--- src/rtl/dbg_ctrl_pkg.sv ---
package dbg_ctrl_pkg;

    localparam int unsigned FLD_HI   = 18;
    localparam int unsigned FLD_LO   = 10;
    localparam int unsigned RSV_POS  = 19;
    localparam int unsigned REV_LO   = 20;
    localparam int unsigned REV_HI   = 23;
    localparam int unsigned LOCK_POS = 16;

    // Member order matches register bits 18 down to 10
    typedef struct packed {
        logic       bkpt_mode;
        logic       trace_off;
        logic       wr_inhibit;
        logic       map_sel;
        logic       trc_emu;
        logic       force_emu;
        logic [1:0] capture;
        logic       user_halt;
    } dbg_fields_t;

    typedef enum logic [1:0] {
        BK_IDLE  = 2'd0,
        BK_PEND  = 2'd1,
        BK_TAKEN = 2'd2
    } bk_state_e;

endpackage

--- src/rtl/dbg_csr_file.sv ---
module dbg_csr_file
    import dbg_ctrl_pkg::*;
#(
    parameter int unsigned REG_W    = 32,
    parameter logic [3:0]  REV_CODE = 4'b1011
) (
    input  logic             clk,
    input  logic             rst_n,
    input  logic             cpu_wr_en,
    input  logic [REG_W-1:0] cpu_wdata,
    input  logic             ext_wr_en,
    input  logic [REG_W-1:0] ext_wdata,
    output dbg_fields_t      fields_o,
    output logic [REG_W-1:0] cpu_rdata_o,
    output logic [REG_W-1:0] ext_rdata_o
);

    localparam int unsigned FLD_W = FLD_HI - FLD_LO + 1;

    typedef struct packed {
        dbg_fields_t fld;
    } csr_state_t;

    csr_state_t st_d, st_q;
    logic       cpu_allowed;
    logic [REG_W-1:0] view_base;

    always_comb begin
        st_d        = st_q;
        cpu_allowed = cpu_wr_en && !st_q.fld.wr_inhibit;
        if (ext_wr_en) begin
            st_d.fld = dbg_fields_t'(ext_wdata[FLD_HI:FLD_LO]);
        end else if (cpu_allowed) begin
            st_d.fld            = dbg_fields_t'(cpu_wdata[FLD_HI:FLD_LO]);
            st_d.fld.wr_inhibit = st_q.fld.wr_inhibit;
        end
    end

    always_ff @(posedge clk or negedge rst_n) begin
        if (!rst_n) begin
            st_q <= '0;
        end else begin
            st_q <= st_d;
        end
    end

    always_comb begin
        view_base                = '0;
        view_base[FLD_HI:FLD_LO] = st_q.fld[FLD_W-1:0];
        cpu_rdata_o              = view_base;
        ext_rdata_o              = view_base;
        ext_rdata_o[REV_HI:REV_LO] = REV_CODE;
    end

    assign fields_o = st_q.fld;

endmodule

--- src/rtl/dbg_bkpt_edge.sv ---
module dbg_bkpt_edge #(
    parameter int unsigned SYNC_STAGES = 2
) (
    input  logic clk,
    input  logic rst_n,
    input  logic pin_n_i,
    output logic fall_o
);

    localparam int unsigned LAST = SYNC_STAGES - 1;

    typedef struct packed {
        logic [SYNC_STAGES-1:0] chain;
        logic                   prev;
    } edge_state_t;

    edge_state_t st_d, st_q;
    logic [SYNC_STAGES-1:0] chain_next;

    generate
        if (SYNC_STAGES == 1) begin : g_single
            assign chain_next = pin_n_i;
        end else begin : g_multi
            assign chain_next = {st_q.chain[SYNC_STAGES-2:0], pin_n_i};
        end
    endgenerate

    always_comb begin
        st_d       = st_q;
        st_d.chain = chain_next;
        st_d.prev  = st_q.chain[LAST];
    end

    always_ff @(posedge clk or negedge rst_n) begin
        if (!rst_n) begin
            st_q <= '1;
        end else begin
            st_q <= st_d;
        end
    end

    assign fall_o = st_q.prev && !st_q.chain[LAST];

endmodule

--- src/rtl/dbg_irq_seq.sv ---
module dbg_irq_seq
    import dbg_ctrl_pkg::*;
(
    input  logic clk,
    input  logic rst_n,
    input  logic fall_i,
    input  logic mode_i,
    input  logic sample_i,
    input  logic ack_i,
    output logic pend_o,
    output logic req_o
);

    typedef struct packed {
        bk_state_e state;
    } seq_state_t;

    seq_state_t st_d, st_q;

    always_comb begin
        st_d = st_q;
        unique case (st_q.state)
            BK_IDLE: begin
                if (fall_i && mode_i) st_d.state = BK_PEND;
            end
            BK_PEND: begin
                if (ack_i)         st_d.state = BK_IDLE;
                else if (sample_i) st_d.state = BK_TAKEN;
            end
            BK_TAKEN: begin
                if (ack_i) st_d.state = BK_IDLE;
            end
            default: st_d.state = BK_IDLE;
        endcase
    end

    always_ff @(posedge clk or negedge rst_n) begin
        if (!rst_n) begin
            st_q.state <= BK_IDLE;
        end else begin
            st_q <= st_d;
        end
    end

    assign pend_o = (st_q.state == BK_PEND);
    assign req_o  = (st_q.state == BK_TAKEN);

endmodule

--- src/rtl/dbg_ctrl_reg.sv ---
module dbg_ctrl_reg
    import dbg_ctrl_pkg::*;
#(
    parameter int unsigned REG_W       = 32,
    parameter logic [3:0]  REV_CODE    = 4'b1011,
    parameter int unsigned SYNC_STAGES = 2
) (
    input  logic             clk,
    input  logic             rst_n,
    input  logic             cpu_wr_en,
    input  logic [REG_W-1:0] cpu_wdata,
    output logic [REG_W-1:0] cpu_rdata,
    input  logic             ext_wr_en,
    input  logic [REG_W-1:0] ext_wdata,
    output logic [REG_W-1:0] ext_rdata,
    input  logic             bkpt_n,
    input  logic             sample_pt,
    input  logic             irq_ack,
    input  logic             cpu_super,
    output logic             ctl_bkpt_mode,
    output logic             ctl_trace_off,
    output logic             ctl_wr_inhibit,
    output logic             ctl_map,
    output logic             ctl_trc_emu,
    output logic             ctl_force_emu,
    output logic [1:0]       ctl_capture,
    output logic             ctl_user_halt,
    output logic             dbg_irq_pend,
    output logic             dbg_irq_req,
    output logic             halt_ok
);

    dbg_fields_t fields;
    logic        bkpt_fall;

    dbg_csr_file #(
        .REG_W    (REG_W),
        .REV_CODE (REV_CODE)
    ) u_csr (
        .clk         (clk),
        .rst_n       (rst_n),
        .cpu_wr_en   (cpu_wr_en),
        .cpu_wdata   (cpu_wdata),
        .ext_wr_en   (ext_wr_en),
        .ext_wdata   (ext_wdata),
        .fields_o    (fields),
        .cpu_rdata_o (cpu_rdata),
        .ext_rdata_o (ext_rdata)
    );

    dbg_bkpt_edge #(
        .SYNC_STAGES (SYNC_STAGES)
    ) u_edge (
        .clk     (clk),
        .rst_n   (rst_n),
        .pin_n_i (bkpt_n),
        .fall_o  (bkpt_fall)
    );

    dbg_irq_seq u_seq (
        .clk      (clk),
        .rst_n    (rst_n),
        .fall_i   (bkpt_fall),
        .mode_i   (fields.bkpt_mode),
        .sample_i (sample_pt),
        .ack_i    (irq_ack),
        .pend_o   (dbg_irq_pend),
        .req_o    (dbg_irq_req)
    );

    assign ctl_bkpt_mode  = fields.bkpt_mode;
    assign ctl_trace_off  = fields.trace_off;
    assign ctl_wr_inhibit = fields.wr_inhibit;
    assign ctl_map        = fields.map_sel;
    assign ctl_trc_emu    = fields.trc_emu;
    assign ctl_force_emu  = fields.force_emu;
    assign ctl_capture    = fields.capture;
    assign ctl_user_halt  = fields.user_halt;
    assign halt_ok        = cpu_super || fields.user_halt;

endmodule

--- config.mk ---
export PLATFORM = sky130hd
export DESIGN_NAME = dbg_ctrl_reg
export DESIGN_NICKNAME = d
export VERILOG_FILES = /design/src/rtl/dbg_ctrl_pkg.sv /design/src/rtl/dbg_csr_file.sv /design/src/rtl/dbg_bkpt_edge.sv /design/src/rtl/dbg_irq_seq.sv /design/src/rtl/dbg_ctrl_reg.sv
export SDC_FILE = /design/constraint.sdc
export NUM_CORES = 1
export LEC_CHECK = 0
export BUFFER_PORTS_ARGS = -buffer_cell sky130_fd_sc_hd__buf_2
export CAP_MARGIN = 10
export CORE_MARGIN = 5
export CORE_UTILIZATION = 33
export CTS_BUF_LIST = sky130_fd_sc_hd__clkbuf_4 sky130_fd_sc_hd__clkbuf_8
export DETAILED_ROUTE_END_ITERATION = 6
export PLACE_DENSITY = 0.82
export SYNTH_ARGS = -nofsm -noshare
export SYNTH_HDL_FRONTEND = slang
export SYNTH_SLANG_ARGS = --single-unit
--- constraint.sdc ---
create_clock -name clk -period 1.1 [get_ports clk]
set_input_delay 0.165 -clock clk [delete_from_list [all_inputs] [get_ports clk]]
set_output_delay 0.165 -clock clk [all_outputs]
set_load 0.01 [all_outputs]
==> impl_summary.txt, run 1 <==
----------------------------------------------------
[Outcome]
  Status ... complete, but fails checks
  Violated checks ... negative setup slack

[Global routing]
  Maximum number of pins on one net before global-route repair ... 26
  Total gr overflow ... 0
  Combined global-route utilization of all metal layers ... 8.32%
  Initial antenna violation count ... 0
  Vias in the first global route ... between 600 and 700
  Global-route wire length before repair ... between 3000 and 4000 µm

[Setup path]
  Critical-path cell list ... or2_4, buf_6
  Endpoint kind of the worst setup timing path ... output pin
  Crit-path slowest cell ... dfrtp_1
  Arrival time reported for the critical path endpoint ... 1000 ps
  Slowest Stage Delay on Critical Path ... 380 ps
  Startpoint types ... flop
  CP Buf/Inv Count ... 1
  Critical Setup Path Class ... flop to output pin
  CP delay by family, top ... flip-flops
  Crit Path Max Fanout ... 2
  Worst path required time ... approximately 940 ps

[Drt]
  First-pass detailed-route iteration total ... 4
  Post-detailed-route via-to-cell ratio ... between 3 and 4
  Overall routed net length ... between 2000 and 2500 µm
  Number of DRC violations after detailed routing ... 0
  Final ANT Viol Nets ... 0
  Iter 0 DRT Violations ... 11
  Via Count ... ~800
  Average detailed-routed wire length per instance ... ~11 µm

[Clock tree]
  Clk sinks ... 14
  Clk root buf ... clkbuf_4
  Clock latency on the worst-skew pair ... around 270 ps
  CTS tree ... yes
  Clock edge transition at the registers on the reported setup and hold paths ... roughly 80 ps
  Buffers from clock root to sink, at most ... 2
  TritonCTS Buffers ... 3
  H-tree Lvls ... 1

[Die]
  Floorplan die area ... slightly below 5000 µm²
  Initial Util ... about a third
  I/O pin count ... 148
  Floorplan Core Area ... 3420 µm²
  Number of standard-cell rows in the floorplan ... 21
  Horiz. Die Dim ... roughly 70 µm
  Floorplan die height ... approximately 70 µm

[Final layout]
  Fill count ... ~360
  Core utilization of the finished layout ... 37.9%
  Number of diodes ... 0
  Count of non-filler cells in the finished layout ... between 200 and 250
  Total Nets Final ... 240
  Layout cell share with drive strength beyond 1 ... 43.1%
  Area grow syn2layout ... 9.19%

[Placement]
  IO Port Bufs ... 54
  Placer congestion estimate ... about 0.73
  Final HPWL DP ... between 1500 and 2000 µm
  Dpl cells ... just over 200

[STA]
  RSZ-0062 raised after global routing ... true
  Max Transition Viols Final ... 0
  Clock Skews ... 9.93 ps
  Minimum setup slack in the final design ... -62.4 ps
  Hold Worst Slack ... about 64 ps
  Final total negative setup slack ... -89.0 ps
  Max Clock Freq ... around 0.86 GHz
  Post-route clock period utilization ... 106%
  Fin crit period ... ~1200 ps
  Setup violators final ... 2
  Number of hold violations in the final report ... 0

[Synth]
  Yosys reg bits ... 14
  Sequential-to-total area share from yosys stat ... ~30%
  Main combinational cell family by area after synthesis ... buffers and inverters
  Post-Syn Instances ... 125
  Compound-Gate Fraction of Synth Area ... 7.39%
  Post-synthesis share of cell area spent on xor and xnor gates ... 0%
  Share of synthesized area spent on multiplexers ... between 1 and 1.5%
  Avg Synthesized Cell Area ... approximately 9.5 µm²
  Count of unique library cells instantiated by Yosys ... 19
  Simple-gate share of the synthesized area ... 15.2%
  Netlist area before placement ... between 1000 and 1500 µm²
  Warning count from the yosys run ... 0
  Share of synthesized cell area in full adder, half adder and majority cells ... 0%

[Power]
  Relative contribution of sequential cells to total power ... a little over two fifths
  Power spent charging and discharging nets ... 0.456 mW
  Highest ir drop seen on vdd ... ~0.32 mV
  Combinational Power Share ... approximately a third
  Int Power ... ~0.94 mW
  Cell area power density ... around 1100 nW/µm²
  Clk pwr share ... about 23%
  Leakage Power ... between 0.7 and 0.8 nW
  Share of total power consumed by net switching ... 32.7%

[Min path]
  Worst min-delay path class ... input port to flop

[Job]
  Reported max-cap violation count ... 0

----------------------------------------------------
==> sequential cells by signal (all words and copies together), names as in the netlist <==
signal,cells
u_edge.st_d,1
u_edge.chain_next,1
u_csr.cpu_rdata_o,9
u_edge.st_q,1
u_seq.st_q,2
==> path summary, 6_finish.rpt <==
path	start	endpoint	slack, ps	cells after the start
worst min-delay path	irq_ack	u_seq.st_q[1]	60	2
min in group asynchronous	rst_n	u_csr.cpu_rdata_o[11]	320	2
worst max-delay path	u_csr.cpu_rdata_o[10]	halt_ok	-60	2
worst min register to register	u_edge.chain_next[1]	u_edge.st_d[0]	360	0
max in group asynchronous	rst_n	u_edge.st_q[0]	480	2
worst max register to register	u_csr.cpu_rdata_o[16]	u_csr.cpu_rdata_o[11]	60	3
==> per-layer routing <==
layer | wire length [µm] | global-route usage (%) | vias up
li1 | - | - | 388
met1 | 787 | 9.62 | 356
met2 | 1090 | 13.5 | 60
met3 | 379 | 2.73 | 2
met4 | 22 | 4.47 | 0
met5 | 0 | 0 | -
==> kinds of logic (layout without fill, tap and decap cells) <==
group / count (synthesis) / count (layout)
flops: 14 / 14
mux: 1 / 1
compound gates: 10 / 10
other cells: 2 / 46
simple gates: 23 / 23
buf+inv: 75 / 73
==> power groups by stage <==
stage	Clock, mW	Sequential (mW)	Combinational, mW
2_1_floorplan	0	0.636	0.440
3_3_place_gp	0	0.620	0.418
3_5_place_dp	0	0.624	0.422
4_1_cts	0.330	0.610	0.458
5_1_grt	0.341	0.624	0.508
6_report	0.314	0.612	0.469
==> layout make-up <==
| cell class | instances | area (µm²) | share of cell area, % |
|---|---|---|---|
| flip-flops and latches | 14 | 355 | 27.5 |
| well taps | 46 | 57.6 | 4.45 |
| repair buffers | 60 | 352 | 27.2 |
| clock buffers | 4 | 30.0 | 2.32 |
| inverters | 9 | 33.8 | 2.61 |
| multi-input cells | 80 | 465 | 36.0 |
==> synth_stat cells <==
cell	count	area (µm²)
a21oi_1	2	10.0
buf_4	64	480
buf_6	1	11.3
buf_8	1	15.0
conb_1	2	7.51
dfrtp_1	11	275
dfstp_2	3	78.8
inv_1	9	33.8
mux2_4	1	15.0
nand2_1	8	30.0
nand2b_1	1	6.26
nand3b_1	1	7.51
nand4bb_1	9	101
nor2b_1	1	6.26
nor2b_4	1	13.8
o311ai_1	7	61.3
o311ai_2	1	16.3
or2_2	1	6.26
or3b_1	1	8.76
==> layout by cell type (no fill, tap or decap) <==
cell type and instances:
conb_1 46, buf_2 49, o311ai_1 7, buf_4 4, dlygate4sd3_1 2, clkbuf_4 4, nor2b_1 1, nand3b_1 1
dfstp_2 3, inv_1 8, nand2b_4 1, nand2_1 8, mux2_4 1, inv_2 1, buf_6 5, or3b_1 1
o311ai_2 1, dfrtp_1 10, a21oi_1 2, nor2b_4 1, or2_4 1, nand4bb_1 9, dfrtp_2 1
==> repair_timing <==
action / in CTS / in global routing
hold endpoints to repair: 12 / 0
endpoints found under the setup margin: 8 / 9
buffers inserted: 3 / 0
gates resized for setup: 6 / 3
hold buffers: 2 / 0
pin swaps: 1 / 0
==> stage by stage <==
stage | power, mW | worst slack, ps | instance area, µm²
CTS | 1.40 | -78.9 | 1270
global route | 1.47 | -95.5 | 1290
detailed placement | 1.05 | 14.7 | 1180
finish | 1.40 | -62.4 | 1290
floorplan | 1.08 | 152 | 1350
global placement | 1.04 | 37.9 | 1180
(Power assumes the default switching activity.)
==> run 2, diff against run 1 <==
--- a/config.mk
+++ b/config.mk
@@ -5,13 +5,14 @@
 export SDC_FILE = /design/constraint.sdc
 export NUM_CORES = 1
 export LEC_CHECK = 0
+export ABC_AREA = 1
 export BUFFER_PORTS_ARGS = -buffer_cell sky130_fd_sc_hd__buf_2
 export CAP_MARGIN = 10
 export CORE_MARGIN = 5
 export CORE_UTILIZATION = 33
 export CTS_BUF_LIST = sky130_fd_sc_hd__clkbuf_4 sky130_fd_sc_hd__clkbuf_8
 export DETAILED_ROUTE_END_ITERATION = 6
-export PLACE_DENSITY = 0.82
+export PLACE_DENSITY = 0.83
 export SYNTH_ARGS = -nofsm -noshare
 export SYNTH_HDL_FRONTEND = slang
 export SYNTH_SLANG_ARGS = --single-unit
==> impl_summary.txt, run 2 <==
----------------------------------------------------
[Setup path]
  Critical R2R Launch ... u_csr.cpu_rdata_o[16] (unchanged)
  CP delay by family, top ... flip-flops (unchanged)
  Crit Path Max Fanout ... 2 (unchanged)
  R2r endpoint ... u_csr.cpu_rdata_o[13] (was u_csr.cpu_rdata_o[11])
  Critical-path cell list ... or2_4, buf_6 (unchanged)
  Startpoint types ... flop (unchanged)
  CP Buf/Inv Count ... 1 (unchanged)
  Slowest Stage Delay on Critical Path ... 380 ps (about the same)
  Arrival time reported for the critical path endpoint ... 990 ps (was 1000 ps)
  Crit-path slowest cell ... dfrtp_1 (unchanged)
  Critical Setup Path Class ... flop to output pin (unchanged)
  Worst R2R Path Depth ... 5 (was 3)
  Endpoint kind of the worst setup timing path ... output pin (unchanged)
  Setup slack on the worst flop-to-flop path ... 130 ps (was 60 ps)
  Worst path required time ... 940 ps (about the same)

[Synth]
  Warning count from the yosys run ... 0 (unchanged)
  List of most frequent post-synthesis cells ... 65 x buf_4, 46 x nand2_1, 11 x dfrtp_1, 9 x nand3_1 (was 64 x buf_4, 11 x dfrtp_1, 9 x inv_1, 9 x nand4bb_1, 8 x nand2_1)
  Yosys reg bits ... 14 (unchanged)
  Most numerous cell in the Yosys netlist ... buf_4 (unchanged)
  Simple-gate share of the synthesized area ... 22.3% (was 15.2%)
  Biggest area consumer among synthesized cells ... buf_4 (unchanged)
  Share of synthesized cell area in full adder, half adder and majority cells ... 0% (unchanged)
  Share of synthesized area spent on multiplexers ... 0% (was 1.27%)
  Count of unique library cells instantiated by Yosys ... 14 (was 19)
  Avg Synthesized Cell Area ... 7.52 µm² (was 9.48 µm²)
  Area fraction of the dominant cell type after synthesis ... 42.7% (was 40.5%)
  Main combinational cell family by area after synthesis ... buffers and inverters (unchanged)
  Async set-or-reset flop fraction in the synthesized netlist ... 100% (unchanged)
  Cell types with the largest area share after synthesis ... buf_4 43%, dfrtp_1 24%, nand2_1 15% (was buf_4 41%, dfrtp_1 23%, nand4bb_1 8.6%)
  EDFF count, synth ... 0 (unchanged)
  Most used DFF post-synth ... dfrtp_1 (unchanged)
  Compound-Gate Fraction of Synth Area ... 0.438% (was 7.39%)
  Post-synthesis share of cell area spent on xor and xnor gates ... 0% (unchanged)
  Sequential-to-total area share from yosys stat ... 31.0% (was 29.9%)
  Post-Syn Instances ... 152 (was 125)
  Netlist area before placement ... 1140 µm² (was 1180 µm²)

[Clock tree]
  CTS tree ... yes (unchanged)
  H-tree Lvls ... 1 (unchanged)
  Clk root buf ... clkbuf_4 (unchanged)
  Clk sinks ... 14 (unchanged)
  Clock edge transition at the registers on the reported setup and hold paths ... 80 ps (about the same)
  TritonCTS Buffers ... 3 (unchanged)
  Clock latency on the worst-skew pair ... 270 ps (about the same)
  Buffers from clock root to sink, at most ... 2 (unchanged)

[STA]
  Max Clock Freq ... 0.866 GHz (was 0.860 GHz)
  Post-route clock period utilization ... 105% (was 106%)
  Setup violators final ... 3 (was 2)
  Number of hold violations in the final report ... 0 (unchanged)
  Fin crit period ... 1150 ps (was 1160 ps)
  Hold Worst Slack ... 118 ps (was 64.1 ps)
  Max Transition Viols Final ... 0 (unchanged)
  Minimum setup slack in the final design ... -54.6 ps (was -62.4 ps)
  Final total negative setup slack ... -108 ps (was -89.0 ps)
  RSZ-0062 raised after global routing ... true (unchanged)
  Clock Skews ... 3.10 ps (was 9.93 ps)

[Die]
  Floorplan die area ... 4740 µm² (was 4890 µm²)
  I/O pin count ... 148 (unchanged)
  Horiz. Die Dim ... 68.9 µm (was 69.9 µm)
  Initial Util ... 34.3% (was 34.7%)
  Floorplan Core Area ... 3340 µm² (was 3420 µm²)
  Number of standard-cell rows in the floorplan ... 21 (unchanged)
  Floorplan die height ... 68.9 µm (was 69.9 µm)

[Drt]
  Post-detailed-route via-to-cell ratio ... 3.59 (was 3.78)
  Average detailed-routed wire length per instance ... 9.05 µm (was 10.7 µm)
  Final ANT Viol Nets ... 0 (unchanged)
  Via Count ... 865 (was 806)
  Overall routed net length ... 2180 µm (was 2280 µm)
  Iter 0 DRT Violations ... 20 (was 11)
  Number of DRC violations after detailed routing ... 0 (unchanged)
  First-pass detailed-route iteration total ... 4 (unchanged)

[Final layout]
  Commonest cells after routing, fill and taps aside ... 52 x buf_2, 46 x nand2_1, 46 x conb_1 (was 49 x buf_2, 46 x conb_1, 10 x dfrtp_1)
  Core utilization of the finished layout ... 37.9% (about the same)
  Max reg flops ... 9 (unchanged)
  Area grow syn2layout ... 10.5% (was 9.19%)
  Layout cell share with drive strength beyond 1 ... 36.9% (was 43.1%)
  Total Nets Final ... 268 (was 240)
  Most common cell after layout, fill and taps aside ... buf_2 (unchanged)
  Number of diodes ... 0 (unchanged)

[Placement]
  Final HPWL DP ... 1830 µm (was 1780 µm)
  Pre-CTS WS ... 131 ps (was 14.7 ps)
  IO Port Bufs ... 54 (unchanged)
  Placer congestion estimate ... 0.758 (was 0.732)

[Power]
  Cell area power density ... 1130 nW/µm² (was 1080 nW/µm²)
  Final Power ... 1.43 mW (was 1.40 mW)
  Leakage Power ... 0.806 nW (was 0.720 nW)
  Highest ir drop seen on vdd ... 0.370 mV (was 0.322 mV)

[Global routing]
  Initial antenna violation count ... 0 (unchanged)
  Vias in the first global route ... 696 (was 651)
  Combined global-route utilization of all metal layers ... 8.24% (was 8.32%)
  Maximum number of pins on one net before global-route repair ... 15 (was 26)
  Global-route wire length before repair ... 2790 µm (was 3310 µm)
  Total gr overflow ... 0 (unchanged)

[Job]
  Reported max-cap violation count ... 0 (unchanged)

[Min path]
  Worst min-delay path class ... input port to flop (unchanged)
  Number of stages on the worst hold path ... 3 (was 2)
  Worst min-delay path endpoint ... u_csr.cpu_rdata_o[16] (was u_seq.st_q[1])
  Worst hold start ... ext_wdata[16] (was irq_ack)

[Outcome]
  Violated checks ... negative setup slack (unchanged)
  Status ... complete, but fails checks (unchanged)

----------------------------------------------------
run 2: cell count changes after synthesis, moves of 2 or more:
cell / before / now
a21oi_1: 2 / 0
inv_1: 9 / 5
nand2_1: 8 / 46
nand3_1: 0 / 9
nand4bb_1: 9 / 0
nor2_1: 0 / 5
o311ai_1: 7 / 0
run 2: worst register-to-register path, cell delays in order, from the launching register on:
cell	delay [ps]
dfrtp_1	400
inv_1	90
nand2_2	50
nand2_1	220
nand2_1	80
nand2_1	70
run 2: cells by family after synthesis:
logic type / count (synthesis)
flops: 14
compound gates: 1
other cells: 2
buf+inv: 72
simple gates: 63
run 2: cell type report:
cell class	count	area, µm²
clock buffer	4	36.3
fill	374	2070
inverter	6	22.5
multi-input combinational	110	440
sequential	14	354
tap	46	57.6
timing repair buffer	61	353
run 2: layer usage:
layer	share of wire, %	wire length, µm	global-route usage [%]
met1	33	720	7.59
met2	50	1090	15.5
met3	15	326	1.62
met4	1.9	41	6.57
met5	0	0	0
run 2: stage by stage:
stage | cell area, µm² | cells
2_1_floorplan | 1310 | 196
3_3_place_gp | 1180 | 234
3_5_place_dp | 1180 | 234
4_1_cts | 1250 | 241
5_1_grt | 1260 | 241
6_report | 1260 | 241
run 2: timing repair:
| action | in CTS | in global routing |
|---|---|---|
| setup buffers | 1 | 0 |
| hold buffers | 2 | 0 |
| hold endpoints to repair | 12 | 0 |
| resized for setup | 2 | 4 |
| setup endpoints to repair | 3 | 6 |
| pin swaps | 1 | 0 |
run 2: how the worst max path moves through the flow:
stage                                     start                     to  cells past startpoint
final                     u_csr.cpu_rdata_o[10]                halt_ok                      2
after floorplan           u_csr.cpu_rdata_o[16]  u_csr.cpu_rdata_o[10]                      5
after detailed placement  u_csr.cpu_rdata_o[16]  u_csr.cpu_rdata_o[11]                      5
after CTS                 u_csr.cpu_rdata_o[10]                halt_ok                      2
after global placement    u_csr.cpu_rdata_o[16]  u_csr.cpu_rdata_o[12]                      5
after global routing      u_csr.cpu_rdata_o[10]                halt_ok                      2
run 2: power by group:
part           leakage (nW)  switching [mW]  internal [mW]  total, mW
sequential            0.169          0.0394          0.567      0.607
clock                0.0210           0.153          0.201      0.354
combinational         0.615           0.283          0.188      0.471
